$ cat config.mk
export PLATFORM = sky130hd
export DESIGN_NAME = srch_sram_wr
export DESIGN_NICKNAME = d
export VERILOG_FILES = /design/src/rtl/srch_wr_pkg.sv /design/src/rtl/srch_wr_decode.sv /design/src/rtl/srch_wr_pipe.sv /design/src/rtl/srch_wr_drv.sv /design/src/rtl/srch_sram_wr.sv
export SDC_FILE = /design/constraint.sdc
export NUM_CORES = 1
export LEC_CHECK = 0
export BUFFER_PORTS_ARGS = -buffer_cell sky130_fd_sc_hd__buf_2
export CAP_MARGIN = 20
export CORE_MARGIN = 2
export CORE_UTILIZATION = 48
export CTS_BUF_LIST = sky130_fd_sc_hd__clkbuf_2 sky130_fd_sc_hd__clkbuf_4 sky130_fd_sc_hd__clkbuf_8
export CTS_CLUSTER_DIAMETER = 150
export CTS_CLUSTER_SIZE = 12
export DETAILED_ROUTE_END_ITERATION = 8
export HOLD_SLACK_MARGIN = 0.05
export MAX_ROUTING_LAYER = met4
export PLACE_DENSITY = 0.77
export SLEW_MARGIN = 10
export SYNTH_ARGS = -nofsm -noshare
export SYNTH_HDL_FRONTEND = slang
export SYNTH_SLANG_ARGS = --single-unit
$ cat constraint.sdc
create_clock -name clk_i -period 2 [get_ports clk_i]
set_input_delay 0.4 -clock clk_i [delete_from_list [all_inputs] [get_ports clk_i]]
set_output_delay 0.4 -clock clk_i [all_outputs]
set_load 0.05 [all_outputs]
$ cat src/rtl/srch_wr_pkg.sv
package srch_wr_pkg;
  localparam int DQ_W    = 72;
  localparam int CMD_W   = 11;
  localparam int ID_W    = 5;
  localparam int SADR_W  = 24;
  localparam int ID_LSB  = 21;
  localparam int SPC_LSB = 19;
  localparam int LO_W    = 19;
  localparam int HI_LSB  = 6;
  localparam int HI_W    = 3;
  localparam int GAP_W   = SADR_W - HI_W - LO_W;

  localparam logic [1:0] OP_WRITE = 2'b01;
  localparam logic [1:0] SPC_SRAM = 2'b10;

  typedef enum logic [1:0] {
    ST_ADDR,
    ST_CONF,
    ST_FILL1,
    ST_FILL2
  } dec_st_e;
endpackage

$ cat src/rtl/srch_wr_decode.sv
module srch_wr_decode
  import srch_wr_pkg::*;
(
  input  logic              clk_i,
  input  logic              rst_ni,
  input  logic              cmdv_i,
  input  logic [CMD_W-1:0]  cmd_i,
  input  logic [DQ_W-1:0]   dq_i,
  input  logic [ID_W-1:0]   dev_id_i,
  output logic              tok_o,
  output logic [SADR_W-1:0] addr_o
);
  dec_st_e           st_q;
  logic              hit_q;
  logic [SADR_W-1:0] addr_q;
  logic              wr_cmd;
  logic              id_hit;
  logic              spc_hit;

  assign wr_cmd  = cmdv_i && (cmd_i[1:0] == OP_WRITE);
  assign id_hit  = dq_i[ID_LSB +: ID_W] == dev_id_i;
  assign spc_hit = dq_i[SPC_LSB +: 2] == SPC_SRAM;

  always_ff @(posedge clk_i or negedge rst_ni) begin
    if (!rst_ni) begin
      st_q   <= ST_ADDR;
      hit_q  <= 1'b0;
      addr_q <= '0;
    end else begin
      unique case (st_q)
        ST_ADDR: if (wr_cmd) begin
          st_q   <= ST_CONF;
          hit_q  <= id_hit && spc_hit;
          addr_q <= {cmd_i[HI_LSB +: HI_W], {GAP_W{1'b0}}, dq_i[LO_W-1:0]};
        end
        ST_CONF:  st_q <= ST_FILL1;
        ST_FILL1: st_q <= ST_FILL2;
        default:  st_q <= ST_ADDR;
      endcase
    end
  end

  // token issued in the confirm phase only
  assign tok_o  = (st_q == ST_CONF) && wr_cmd && hit_q;
  assign addr_o = addr_q;


  tok_after_req_chk: assert property (@(posedge clk_i) disable iff (!rst_ni)
    tok_o |-> $past(cmdv_i));


  tok_spacing_chk: assert property (@(posedge clk_i) disable iff (!rst_ni)
    tok_o |-> !$past(tok_o));
endmodule

$ cat src/rtl/srch_wr_pipe.sv
module srch_wr_pipe #(
  parameter int DEPTH = 8,
  parameter int W     = 24,
  localparam int SEL_W = $clog2(DEPTH)
) (
  input  logic             clk_i,
  input  logic             rst_ni,
  input  logic             tok_i,
  input  logic [W-1:0]     addr_i,
  input  logic [SEL_W-1:0] lat_i,
  output logic             tok_o,
  output logic [W-1:0]     addr_o
);
  logic [DEPTH-1:0] tok_q;
  logic [W-1:0]     addr_q [DEPTH];

  for (genvar g = 0; g < DEPTH; g++) begin : g_stage
    logic         tok_d;
    logic [W-1:0] addr_d;
    if (g == 0) begin : g_head
      assign tok_d  = tok_i;
      assign addr_d = addr_i;
    end else begin : g_body
      assign tok_d  = tok_q[g-1];
      assign addr_d = addr_q[g-1];
    end
    always_ff @(posedge clk_i or negedge rst_ni) begin
      if (!rst_ni) begin
        tok_q[g]  <= 1'b0;
        addr_q[g] <= '0;
      end else begin
        tok_q[g]  <= tok_d;
        addr_q[g] <= addr_d;
      end
    end
  end

  assign tok_o  = tok_q[lat_i];
  assign addr_o = addr_q[lat_i];
endmodule

$ cat src/rtl/srch_wr_drv.sv
module srch_wr_drv #(
  parameter int W = 24
) (
  input  logic         clk_i,
  input  logic         rst_ni,
  input  logic         tok_i,
  input  logic [W-1:0] addr_i,
  output logic [W-1:0] sadr_o,
  output logic         ce_no,
  output logic         we_no,
  output logic         oe_no
);
  logic [W-1:0] sadr_q;
  logic         ce_q;
  logic         we_q;

  always_ff @(posedge clk_i or negedge rst_ni) begin
    if (!rst_ni) begin
      sadr_q <= '0;
      ce_q   <= 1'b1;
      we_q   <= 1'b1;
    end else begin
      ce_q <= !tok_i;
      we_q <= !tok_i;
      if (tok_i) sadr_q <= addr_i;
    end
  end

  assign sadr_o = sadr_q;
  assign ce_no  = ce_q;
  assign we_no  = we_q;
  assign oe_no  = 1'b1;


  pulse_once_chk: assert property (@(posedge clk_i) disable iff (!rst_ni)
    !we_no |=> we_no);


  ce_we_pair_chk: assert property (@(posedge clk_i) disable iff (!rst_ni)
    ce_no == we_no);


  sadr_hold_chk: assert property (@(posedge clk_i) disable iff (!rst_ni)
    we_no |-> $stable(sadr_o));
endmodule

$ cat src/rtl/srch_sram_wr.sv
module srch_sram_wr
  import srch_wr_pkg::*;
#(
  parameter int DEPTH = 8,
  localparam int LAT_W = $clog2(DEPTH)
) (
  input  logic              clk_i,
  input  logic              rst_ni,
  input  logic              cmdv_i,
  input  logic [CMD_W-1:0]  cmd_i,
  input  logic [DQ_W-1:0]   dq_i,
  input  logic [ID_W-1:0]   dev_id_i,
  input  logic [LAT_W-1:0]  lat_i,
  output logic [SADR_W-1:0] sadr_o,
  output logic              ce_no,
  output logic              we_no,
  output logic              oe_no
);
  logic              dec_tok;
  logic [SADR_W-1:0] dec_addr;
  logic              dly_tok;
  logic [SADR_W-1:0] dly_addr;

  srch_wr_decode u_decode (
    .clk_i    (clk_i),
    .rst_ni   (rst_ni),
    .cmdv_i   (cmdv_i),
    .cmd_i    (cmd_i),
    .dq_i     (dq_i),
    .dev_id_i (dev_id_i),
    .tok_o    (dec_tok),
    .addr_o   (dec_addr)
  );

  srch_wr_pipe #(.DEPTH(DEPTH), .W(SADR_W)) u_pipe (
    .clk_i  (clk_i),
    .rst_ni (rst_ni),
    .tok_i  (dec_tok),
    .addr_i (dec_addr),
    .lat_i  (lat_i),
    .tok_o  (dly_tok),
    .addr_o (dly_addr)
  );

  srch_wr_drv #(.W(SADR_W)) u_drv (
    .clk_i  (clk_i),
    .rst_ni (rst_ni),
    .tok_i  (dly_tok),
    .addr_i (dly_addr),
    .sadr_o (sadr_o),
    .ce_no  (ce_no),
    .we_no  (we_no),
    .oe_no  (oe_no)
  );
endmodule

---- Yosys cells after proc, flatten, opt, wreduce, memory -nomap -nowiden ----
Cells that the tools add are included.
storage, ports and cells
  flip-flop bits (word level) ............. 234
  word-level logic and storage cells ...... 44
  output and inout port bits .............. 27
operators by class
  reductions and logical operators ........ 7
  muxes and demuxes ....................... 7
  eq/ne operators ......................... 6
  $lt $le $gt $ge ......................... 2
  bitwise logic cells ..................... 1
operator list
  kind                                                                          count
  24-bit binary-select mux with 3-bit select                                    1
  24-bit 2-to-1 mux                                                             2
  2-bit one-hot mux with 3 select lines                                         1
  5-bit == test                                                                 1
  2-bit by 1-bit == test with 1-bit output, second input constant               2
  2-bit == test, second input constant                                          2
  4-bit >= comparator, second input constant                                    1
  1-bit logical AND                                                             4
  3-bit by 4-bit less-than comparator with 1-bit output, second input constant  1
  3-bit inverter with 4-bit output                                              1
  1-bit binary-select mux with 3-bit select                                     1
  2-bit logical NOT                                                             1
  2-bit 2-to-1 mux                                                              1
  2-bit by 1-bit != test with 1-bit output, second input constant               1
  2-bit AND reduction                                                           1
  1-bit logical NOT                                                             1
  1-bit 2-to-1 mux                                                              1

---- Logic depth before layout (Yosys ltp) ----
Gate-level depths: netlist (run 1).
  depth in word-level cells ............... 4
  mapped depth ............................ 6

---- By module ----
From an unflattened synthesis (run 1), not the netlist that was laid out.
second synthesis, totals
  cells, all modules ...................... 420
  area total of the unflattened synthesis .. 8909.8 um^2
by module, submodules not included
  module          times used  area each (um^2)  sequential area each (um^2)  cells each
  srch_wr_pipe    1           6701.4            5004.8                       290
  srch_wr_decode  1           1166.1            625.6                        74
  srch_wr_drv     1           1042.2            626.9                        56

---- Worst setup path before layout (run 1) ----
Ideal clock, no wire load.
  path kind ............................... input port to flip-flop
  start point ............................. input lat_i[1]
  end point ............................... register u_drv.sadr_q[1], in the netlist u_drv.sadr_o[1]
  data arrival time ....................... 1884 ps
  slack ................................... -8 ps
  setup time .............................. 125 ps
  stages .................................. 5
  required time ........................... 1875 ps
  cells stage by stage .................... clkbuf_1 -> buf_1 -> mux4_2 -> mux2_2 -> mux2_2
between the ends
  word-level cells in the longest chain between the ends .. 4
  elaborated cells between the ends (all ways) .. 6
RTL lines
  element                                                 line                source
  start, declared                                         srch_sram_wr.sv:13  input logic [LAT_W-1:0] lat_i,
  3-bit inverter with 4-bit output (implied by the code)  srch_wr_pipe.sv:39  assign addr_o = addr_q[lat_i];
  24-bit binary-select mux with 3-bit select              srch_wr_pipe.sv:39
  24-bit 2-to-1 mux (implied by the code) (2 in a row)    srch_wr_pipe.sv:39
  end signal, assigned                                    srch_wr_drv.sv:25   if (tok_i) sadr_q <= addr_i;
  end, declared                                           srch_wr_drv.sv:13   logic [W-1:0] sadr_q;
Several ways; a longest one is shown, not always the timed one. The select of a mux whose other input is x is not followed.
A chain may end at the register's enable or synchronous reset.

---- Final worst setup path (run 1) ----
  start point ............................. register u_pipe.tok_q[4], in the netlist u_pipe.g_stage[5].tok_d
  end point ............................... register u_drv.sadr_q[18], in the netlist u_drv.sadr_o[18]
between the ends
  word-level cells in the longest chain between the ends .. 2
RTL lines
  element                                    line                source
  start, declared                            srch_wr_pipe.sv:14  logic [DEPTH-1:0] tok_q;
  start signal, assigned by index            srch_wr_pipe.sv:32  tok_q[g] <= tok_d;
  1-bit binary-select mux with 3-bit select  srch_wr_pipe.sv:38  assign tok_o = tok_q[lat_i];
  1-bit 2-to-1 mux (implied by the code)     srch_wr_pipe.sv:38
No other way between the ends. The select of a mux whose other input is x is not followed.

==> results of run 1 <==
state kept, by name (all words and copies together) (netlist names):
signal                 flops
u_decode.addr_o           22
u_decode.hit_q             1
u_decode.st_q              2
u_drv.ce_no                1
u_drv.sadr_o              22
u_pipe.addr_q             22
u_pipe.g_stage.addr_d    154
u_pipe.g_stage.tok_d       7
u_pipe.tok_q               1
timing repair:
action,in CTS,in global routing
buffers inserted,0,0
gates resized for setup,0,0
hold buffers,1,0
endpoints found under the hold margin,49,0
worst reg2reg max path, cell delays in order (launching register included):
cell,delay [ps]
dfrtp_1,390
mux4_2,460
mux2_4,320
buf_12,170
mux2_4,310
cell usage in the layout (no fill, tap or decap):
cell / instances
nand2b_1: 2
dfstp_2: 1
buf_2: 63
dlygate4sd3_1: 1
and3_1: 1
a2111o_1: 1
nor2b_1: 2
a21oi_1: 1
o221ai_1: 1
o31ai_1: 1
o21ai_0: 1
dfrtp_1: 231
inv_6: 1
clkbuf_8: 23
nor2_1: 2
inv_1: 6
o41ai_1: 1
mux2_4: 20
nand2_1: 2
ha_1: 3
mux2_2: 47
buf_12: 10
buf_8: 1
buf_4: 5
clkbuf_4: 9
xnor2_1: 2
nand4b_1: 1
conb_1: 3
mux4_2: 46
and3b_1: 1
layout make-up:
cell class | count | area, um2 | area share (%)
flip-flops and latches | 232 | 5807 | 63.69
multi-input cells | 138 | 2042 | 22.40
repair buffers | 80 | 578.1 | 6.340
clock buffers | 32 | 384.1 | 4.213
well taps | 220 | 275.3 | 3.019
inverters | 6 | 22.52 | 0.2470
clock inverters | 1 | 8.758 | 0.09606
per-stage QoR:
stage          hold WS [ps]  instance area (um2)  setup WS, ps
2_1_floorplan         104.4                 8010         2.926
3_3_place_gp          338.1                 8715        -26.32
3_5_place_dp          353.6                 8715        -59.34
4_1_cts               87.31                 9117         219.0
5_1_grt               92.87                 9117         203.0
6_report              121.6                 9117         234.8
cell families (layout without fill, tap and decap cells):
logic type,Yosys count,count (layout),share of synthesized area [%]
and+or+nand+nor,11,11,0.7975
AOI/OAI and AO/OA,6,6,0.5784
DFF,232,232,72.56
muxes,113,113,23.31
other,2,3,0.09384
buffers and inverters,27,119,1.970
xor gates and xnor gates,2,2,0.2189
adders and majority gates,3,3,0.4691
how the worst max path moves through the flow:
stage / startpoint / endpoint / slack [ps] / cells after the start
detailed placement: lat_i[0] / u_drv.sadr_o[18]$_DFFE_PN0P_ / -60 / 5
CTS: u_pipe.g_stage[5].tok_d$_DFF_PN0_ / u_drv.sadr_o[18]$_DFFE_PN0P_ / 220 / 4
floorplan: lat_i[1] / u_drv.sadr_o[12]$_DFFE_PN0P_ / 3 / 5
global placement: lat_i[0] / u_drv.sadr_o[12]$_DFFE_PN0P_ / -30 / 5
global route: u_pipe.g_stage[6].tok_d$_DFF_PN0_ / u_drv.sadr_o[17]$_DFFE_PN0P_ / 200 / 4
finish: u_pipe.g_stage[5].tok_d$_DFF_PN0_ / u_drv.sadr_o[18]$_DFFE_PN0P_ / 230 / 4
metal layers:
metal	vias to the layer above	routed length (um)	share of wire, %	GRT usage [%]
met4	0	204	1.5	4.669
met3	14	509	3.9	2.435
met2	83	6633	50	25.85
met1	2017	5861	44	22.63
li1	1580	-	-	-
met5	-	0	0	-
where the power goes:
part	switching, mW	internal [mW]
clock network	1.45	1.23
logic	0.578	1.20
registers	1.03	6.70
total	3.06	9.13
==> flow_summary.ini, run 1 <==
[clock_network]
numCtsBuffers = 23
root_buffer = clkbuf_8
clock_sinks = 232
htreeDepth = 1
clock_latency_ps = 510
cts_tree = built
clock_path_buffers = 3
clkSlewWorstSetupHoldPaths_ps = 80

[synthesis]
synth_edf_count = 0
yosys-top-cells-count = 231 x dfrtp_1, 47 x mux2_2, 46 x mux4_2
synth_area_per_cell_um2 = 20.21
netlist.area_leader.share_pct = 72.23
yosysSeqAreaShare_pct = 72.56
async_flop_share_pct = 100.0
ys_ff_latch = 232
dominantRegCellSynth = dfrtp_1
yosysUniqueCellTypes = 26
yosysWarningCount = 0
syn_area_mm2 = 0.008003
synthCells = 396
yosys-top-cells-area = dfrtp_1 72%, mux4_2 13%, mux2_2 6.6%
yosysMostFrequentCell = dfrtp_1
yosys.area.top_type = dfrtp_1

[min_path]
hold_end = u_decode.addr_o[6]$_DFFE_PN0P_
hp-start = dq_i[6]
hp-class = input port to register
hold_depth = 2

[grt]
grt_max_degree = 61
antenna_found_initial = 0
grt_pass1_wl_um = 22480
grt-ovfl-total = 0
first_global_vias = 4307
grt_use_total_pct = 16.34

[run_status]
status = complete, no violations

[worst_setup_path]
worstSetupPathType = register to register
worstReg2RegEnd = u_drv.sadr_o[18]$_DFFE_PN0P_
required_ps = 2390
r2r-start = u_pipe.g_stage[5].tok_d$_DFF_PN0_
crit_arrival_ps = 2160
crit_slowest_cell = mux4_2
r2r_cells = 4
cp_common_cell = mux2_4
cp_num_buf_inv = 1
critical_path.max_stage_delay_ps = 460
cp-start-kind = register
cp_top_family = multiplexers
ff2ff_setup_slack_ps = 230
crit_path_end_kind = register
cp_cell_sequence = mux4_2, mux2_4, buf_12, mux2_4
cp_max_fo = 14

[timing]
clock_skew_ps = 10.31
rsz0062_at_grt = no
min_period_over_period_pct = 88.26
finalMaxSlewViolations = 0
finalSetupTns_ps = 0
setup_viol = 0
finalCriticalPeriod_ps = 1765
fmax_mhz = 566.5
finalHoldViolCount = 0

[power_and_ir_drop]
finalPower_mw = 12.19
power.density_mw_per_mm2 = 1337
p_leak_nw = 4.222
vdd_ir_drop_max_mv = 0.4915

[detailed_routing]
wl_per_cell_um = 18.63
dr.pass1.iters = 4
drt_iter0_markers = 228
final_antenna_net_count = 0
vias_per_cell = 5.210
wl_um = 13210
route.detailed.drc = 0
vias = 3694

[floorplanning]
coreArea_mm2 = 0.01647
num_rows = 47
die_w_um = 133.1
die_y_um = 133.1
start_util_pct = 48.60
ios = 121
die_area_mm2 = 0.01772

[cells_and_area]
diodes = 0
stdcell_count = 709
nets = 578
fin_util_pct = 55.37
n_fill_cell = 1297
drive_above_1_share_pct = 46.22
syn_to_final_growth_pct = 13.93

[job]
maxCapViolations = 0

[placement]
portBuffers = 65
place_inst = 675
dp_hpwl_um = 8392
place.gp.congestion = 0.7395
Note: power is estimated with default switching activity, not from simulation.
==> run 2, diff against run 1 <==
--- a/config.mk
+++ b/config.mk
@@ -5,6 +5,7 @@
 export SDC_FILE = /design/constraint.sdc
 export NUM_CORES = 1
 export LEC_CHECK = 0
+export ABC_AREA = 1
 export BUFFER_PORTS_ARGS = -buffer_cell sky130_fd_sc_hd__buf_2
 export CAP_MARGIN = 20
 export CORE_MARGIN = 2
@@ -15,7 +16,7 @@
 export DETAILED_ROUTE_END_ITERATION = 8
 export HOLD_SLACK_MARGIN = 0.05
 export MAX_ROUTING_LAYER = met4
-export PLACE_DENSITY = 0.77
+export PLACE_DENSITY = 0.76
 export SLEW_MARGIN = 10
 export SYNTH_ARGS = -nofsm -noshare
 export SYNTH_HDL_FRONTEND = slang
==> flow_summary.ini, run 2 <==
[run_status]
status = complete, no violations

[worst_setup_path]
cp_num_buf_inv = 1
cp_top_family = flip-flops
required_ps = 1600
crit_path_end_kind = output pin
critical_path.max_stage_delay_ps = 530
crit_slowest_cell = dfstp_2
crit_arrival_ps = 1290
worstSetupPathType = register to output pin
cp_cell_sequence = buf_2
cp-start-kind = register
cp_max_fo = 2

[timing]
clock_skew_ps = 15.61
worst_slew_pin_slew_ps = 559.6
holdWs_ps = 115.8
finalSetupTns_ps = 0
min_period_over_period_pct = 84.48
finalMaxSlewViolations = 0
slew_headroom_pct = 62.56
fmax_mhz = 591.9
finalHoldViolCount = 0
rsz0062_at_grt = no
setup_viol = 0
finalCriticalPeriod_ps = 1690

[cells_and_area]
fin_util_pct = 54.11
final_cell_area_mm2 = 0.01005
diodes = 0
syn_to_final_growth_pct = 11.23
nets = 1149
layout_common_cells = 373 x nand2_1, 231 x dfrtp_1, 193 x inv_1
largest_reg_flops = 154
drive_above_1_share_pct = 13.88
layout_commonest_cell = nand2_1

[synthesis]
ys_ff_latch = 232
yosysMostFrequentCell = nand2_1
synth_area_per_cell_um2 = 9.186
yosys-top-cells-area = dfrtp_1 64%, nand2_1 15%, inv_1 8.0%
synth_edf_count = 0
yosysSeqAreaShare_pct = 64.24
async_flop_share_pct = 100.0
yosysUniqueCellTypes = 22
netlist.area_leader.share_pct = 63.95
yosys.area.top_type = dfrtp_1
dominantRegCellSynth = dfrtp_1
syn_area_mm2 = 0.009039
yosysWarningCount = 0
yosys-top-cells-count = 373 x nand2_1, 231 x dfrtp_1, 193 x inv_1
synthCells = 984

[grt]
grt_pass1_wl_um = 28230
grt_max_degree = 71
grt-ovfl-total = 0
grt_use_total_pct = 17.81
first_global_vias = 5946
antenna_found_initial = 0

[clock_network]
numCtsBuffers = 23
clkSlewWorstSetupHoldPaths_ps = 80
clock_sinks = 232
htreeDepth = 1
post_cts_buffers = 0
clock_path_buffers = 3
cts_tree = built
clock_latency_ps = 510
root_buffer = clkbuf_8

[power_and_ir_drop]
p_clk_share_pct = 20.0
p_comb_share_pct = 21.6
power_frac_seq_pct = 58.3
power.share.switching_pct = 32.07
vdd_ir_drop_max_mv = 0.4752
switching_power_mw = 4.267
p_leak_nw = 5.737
power.density_mw_per_mm2 = 1324
p_int_mw = 9.039

[floorplanning]
num_rows = 50
die_area_mm2 = 0.01994
die_y_um = 141.2
ios = 121
coreArea_mm2 = 0.01858
start_util_pct = 48.65
die_w_um = 141.2

[placement]
place.gp.congestion = 0.7960
dp_hpwl_um = 10890
dpl_cell_area_mm2 = 0.009658
portBuffers = 65

[detailed_routing]
final_antenna_net_count = 0
drt_iter0_markers = 404
vias_per_cell = 4.565
route.detailed.drc = 0
wl_per_cell_um = 12.77
dr.pass1.iters = 4
vias = 5902
wl_um = 16510

[min_path]
hp-class = input port to register

[job]
maxCapViolations = 0
run 2: routing by layer:
metal	vias to the layer above	routed length, um	GRT usage [%]
met1	2751	7581	24.36
met2	123	7862	28.08
met5	-	0	-
met4	0	252	5.053
met3	21	816	2.717
li1	3007	-	-
run 2: logic make-up (layout without fill, tap and decap cells):
| kind of cell | Yosys count | in the layout | share of synthesized area [%] |
|---|---|---|---|
| other | 2 | 3 | 0.08309 |
| flip-flops | 232 | 232 | 64.24 |
| multiplexers | 22 | 22 | 2.741 |
| buffers and inverters | 240 | 314 | 10.77 |
| AO/OA/AOI/OAI | 6 | 6 | 0.4014 |
| AND/OR/NAND/NOR | 479 | 479 | 21.35 |
| adder cells (fa/ha/maj) | 3 | 3 | 0.4153 |
run 2: worst paths after layout:
kind	depth (start not counted)	slack (ps)	start	end
worst min register to register	0	360	u_pipe.g_stage[1].addr_d[15]$_DFF_PN0_	u_pipe.g_stage[2].addr_d[15]$_DFF_PN0_
max in group asynchronous	4	870	rst_ni	u_pipe.g_stage[6].addr_d[10]$_DFF_PN0_
min in group asynchronous	2	390	rst_ni	u_pipe.g_stage[3].addr_d[16]$_DFF_PN0_
worst min-delay path	2	120	dq_i[18]	u_decode.addr_o[18]$_DFFE_PN0P_
worst max-delay path	1	310	u_drv.ce_no$_DFF_PN1_	we_no
worst max register to register	4	370	u_decode.st_q[0]$_DFFE_PN0P_	u_decode.addr_o[13]$_DFFE_PN0P_
run 2: final cells by class:
type                    instances  area [um2]
fillers                      1604        8527
flip-flops and latches        232        5807
multi-input cells             513        2262
inverters                     196       735.7
repair buffers                 86       570.5
clock buffers                  31       376.6
well taps                     234       292.8
clock inverters                 1       8.758
run 2: per-stage QoR:
step,worst slack [ps],std cells,power (mW)
5_1_grt,241.9,1293,14.29
6_report,310.4,1293,13.31
3_3_place_gp,171.5,1260,10.45
2_1_floorplan,592.5,985,9.814
4_1_cts,274.4,1293,13.43
3_5_place_dp,140.8,1260,10.76
run 2: what timing repair did:
action / CTS / global route
hold buffers: 1 / 0
gates resized for setup: 0 / 0
hold endpoints to repair: 42 / 0
endpoints found under the setup margin: 0 / 0
run 2: power by group through the flow:
stage / Clock, mW / Combinational (mW) / Sequential [mW]
after CTS: 2.76 / 2.90 / 7.77
final: 2.67 / 2.87 / 7.76
after global placement: 0 / 2.78 / 7.67
after detailed placement: 0 / 2.88 / 7.87
after floorplan: 0 / 1.90 / 7.92
after global routing: 2.93 / 3.35 / 8.01
==> run 3, diff against run 2 <==
--- a/config.mk
+++ b/config.mk
@@ -5,7 +5,7 @@
 export SDC_FILE = /design/constraint.sdc
 export NUM_CORES = 1
 export LEC_CHECK = 0
-export ABC_AREA = 1
+export ABC_AREA = 0
 export BUFFER_PORTS_ARGS = -buffer_cell sky130_fd_sc_hd__buf_2
 export CAP_MARGIN = 20
 export CORE_MARGIN = 2
@@ -16,7 +16,7 @@
 export DETAILED_ROUTE_END_ITERATION = 8
 export HOLD_SLACK_MARGIN = 0.05
 export MAX_ROUTING_LAYER = met4
-export PLACE_DENSITY = 0.76
+export PLACE_DENSITY = 0.77
 export SLEW_MARGIN = 10
 export SYNTH_ARGS = -nofsm -noshare
 export SYNTH_HDL_FRONTEND = slang
==> constraint.sdc (replaced) <==
create_clock -name clk_i -period 1.75 [get_ports clk_i]
set_input_delay 0.35 -clock clk_i [delete_from_list [all_inputs] [get_ports clk_i]]
set_output_delay 0.35 -clock clk_i [all_outputs]
set_load 0.05 [all_outputs]
==> flow_summary.ini, run 3 (synthesized netlist as in run 1, its figures left out) <==
[clock_network]
clock_path_buffers = 3
cts_tree = built
clock_sinks = 232
numCtsBuffers = 23
root_buffer = clkbuf_8
htreeDepth = 1
clkSlewWorstSetupHoldPaths_ps = 80
clock_latency_ps = 520

[grt]
grt_pass1_wl_um = 22980
antenna_found_initial = 0
grt-ovfl-total = 0
grt_max_degree = 57
first_global_vias = 4261
grt_use_total_pct = 16.95

[cells_and_area]
largest_reg_flops = 154
fin_util_pct = 56.08
final_cell_area_mm2 = 0.009234
nets = 590
layout_commonest_cell = dfrtp_1
drive_above_1_share_pct = 46.11
syn_to_final_growth_pct = 15.38
layout_common_cells = 231 x dfrtp_1, 63 x buf_2, 47 x mux2_2

[floorplanning]
die_y_um = 133.1
start_util_pct = 48.60
coreArea_mm2 = 0.01647
die_w_um = 133.1
ios = 121
die_area_mm2 = 0.01772
num_rows = 47

[min_path]
hold_end = u_decode.addr_o[18]$_DFFE_PN0P_
hp-start = dq_i[18]
hp-class = input port to register
hold_depth = 2

[detailed_routing]
route.detailed.drc = 0
dr.pass1.iters = 4
wl_um = 13620
final_antenna_net_count = 0
vias_per_cell = 5.112
drt_iter0_markers = 263
vias = 3691
wl_per_cell_um = 18.86

[timing]
finalMaxSlewViolations = 0
finalCriticalPeriod_ps = 1752
finalHoldViolCount = 0
fin_ws_ps = -2.133
rsz0062_at_grt = yes
finalSetupTns_ps = -2.133
fmax_mhz = 570.7
clock_skew_ps = 9.463
min_period_over_period_pct = 100.1
setup_viol = 1

[worst_setup_path]
worstReg2RegEnd = u_drv.sadr_o[18]$_DFFE_PN0P_
ff2ff_setup_slack_ps = -2
r2r-start = u_pipe.g_stage[5].tok_d$_DFF_PN0_
cp-start-kind = register
required_ps = 2150
cp_max_fo = 12
worstSetupPathType = register to register
crit_path_end_kind = register
r2r_cells = 3
crit_arrival_ps = 2150

[power_and_ir_drop]
p_clk_share_pct = 22.0
p_leak_nw = 4.278
power_frac_seq_pct = 63.1
p_int_mw = 10.46
switching_power_mw = 3.542
p_comb_share_pct = 14.9
power.density_mw_per_mm2 = 1516
power.share.switching_pct = 25.30
vdd_ir_drop_max_mv = 0.5667

[run_status]
status = finished, violations left
violations = setup timing

[placement]
portBuffers = 65
dp_hpwl_um = 8527
dpl_cell_area_mm2 = 0.008725
place.gp.congestion = 0.7206
place_ws_ps = -259.2

[job]
maxCapViolations = 0
==> run 3: worst max-delay path by stage <==
stage / endpoint / slack, ps / from / cells after the start
final: u_drv.sadr_o[18]$_DFFE_PN0P_ / -2 / u_pipe.g_stage[5].tok_d$_DFF_PN0_ / 3
after global routing: u_drv.sadr_o[14]$_DFFE_PN0P_ / -30 / u_pipe.g_stage[4].tok_d$_DFF_PN0_ / 3
after CTS: u_drv.sadr_o[18]$_DFFE_PN0P_ / -20 / u_pipe.g_stage[6].tok_d$_DFF_PN0_ / 3
after detailed placement: u_drv.sadr_o[18]$_DFFE_PN0P_ / -260 / lat_i[0] / 4
after global placement: u_drv.sadr_o[13]$_DFFE_PN0P_ / -250 / lat_i[0] / 4
after floorplan: u_drv.sadr_o[10]$_DFFE_PN0P_ / -70 / lat_i[0] / 5
==> run 3: per-stage QoR <==
step / power, mW / instances / hold WS (ps)
3_3_place_gp: 10.65 / 678 / 297.8
4_1_cts: 14.16 / 721 / 51.24
6_report: 14.00 / 722 / 75.37
3_5_place_dp: 11.00 / 678 / 306.4
2_1_floorplan: 10.06 / 397 / 54.41
5_1_grt: 14.80 / 721 / 50.97
==> run 3: critical path, stage by stage (launching register included) <==
cell and delay [ps]:
dfrtp_1 380, mux4_2 500, mux2_8 410, mux2_4 330
==> run 3: area by class of cell <==
cell class	instances	area [um2]
antenna	1	2.502
inverter	6	22.52
tap	220	275.3
sequential	232	5807
clock buffer	32	384.1
timing repair buffer	91	665.6
multi-input combinational	139	2068
clock inverter	1	8.758
fill	1231	7232
==> run 3: power by group through the flow <==
stage	Sequential (mW)	Clock (mW)	Combinational [mW]
floorplan	8.45	0	1.61
global placement	8.67	0	1.98
detailed placement	8.92	0	2.08
CTS	8.87	3.18	2.11
global route	9.14	3.42	2.24
finish	8.83	3.08	2.08
==> run 3: metal layers <==
metal	global-route usage (%)	routed length (um)	vias up
li1	-	-	1600
met3	3.349	711	18
met2	26.89	6654	83
met5	-	0	-
met1	23.17	6023	1990
met4	4.137	227	0
==> run 3: repair_timing <==
item / in CTS / in global routing
resized for setup: 1 / 0
endpoints found under the setup margin: 22 / 17
hold buffers: 8 / 0
buffers inserted: 1 / 0
endpoints found under the hold margin: 55 / 0
gates cloned: 1 / 0
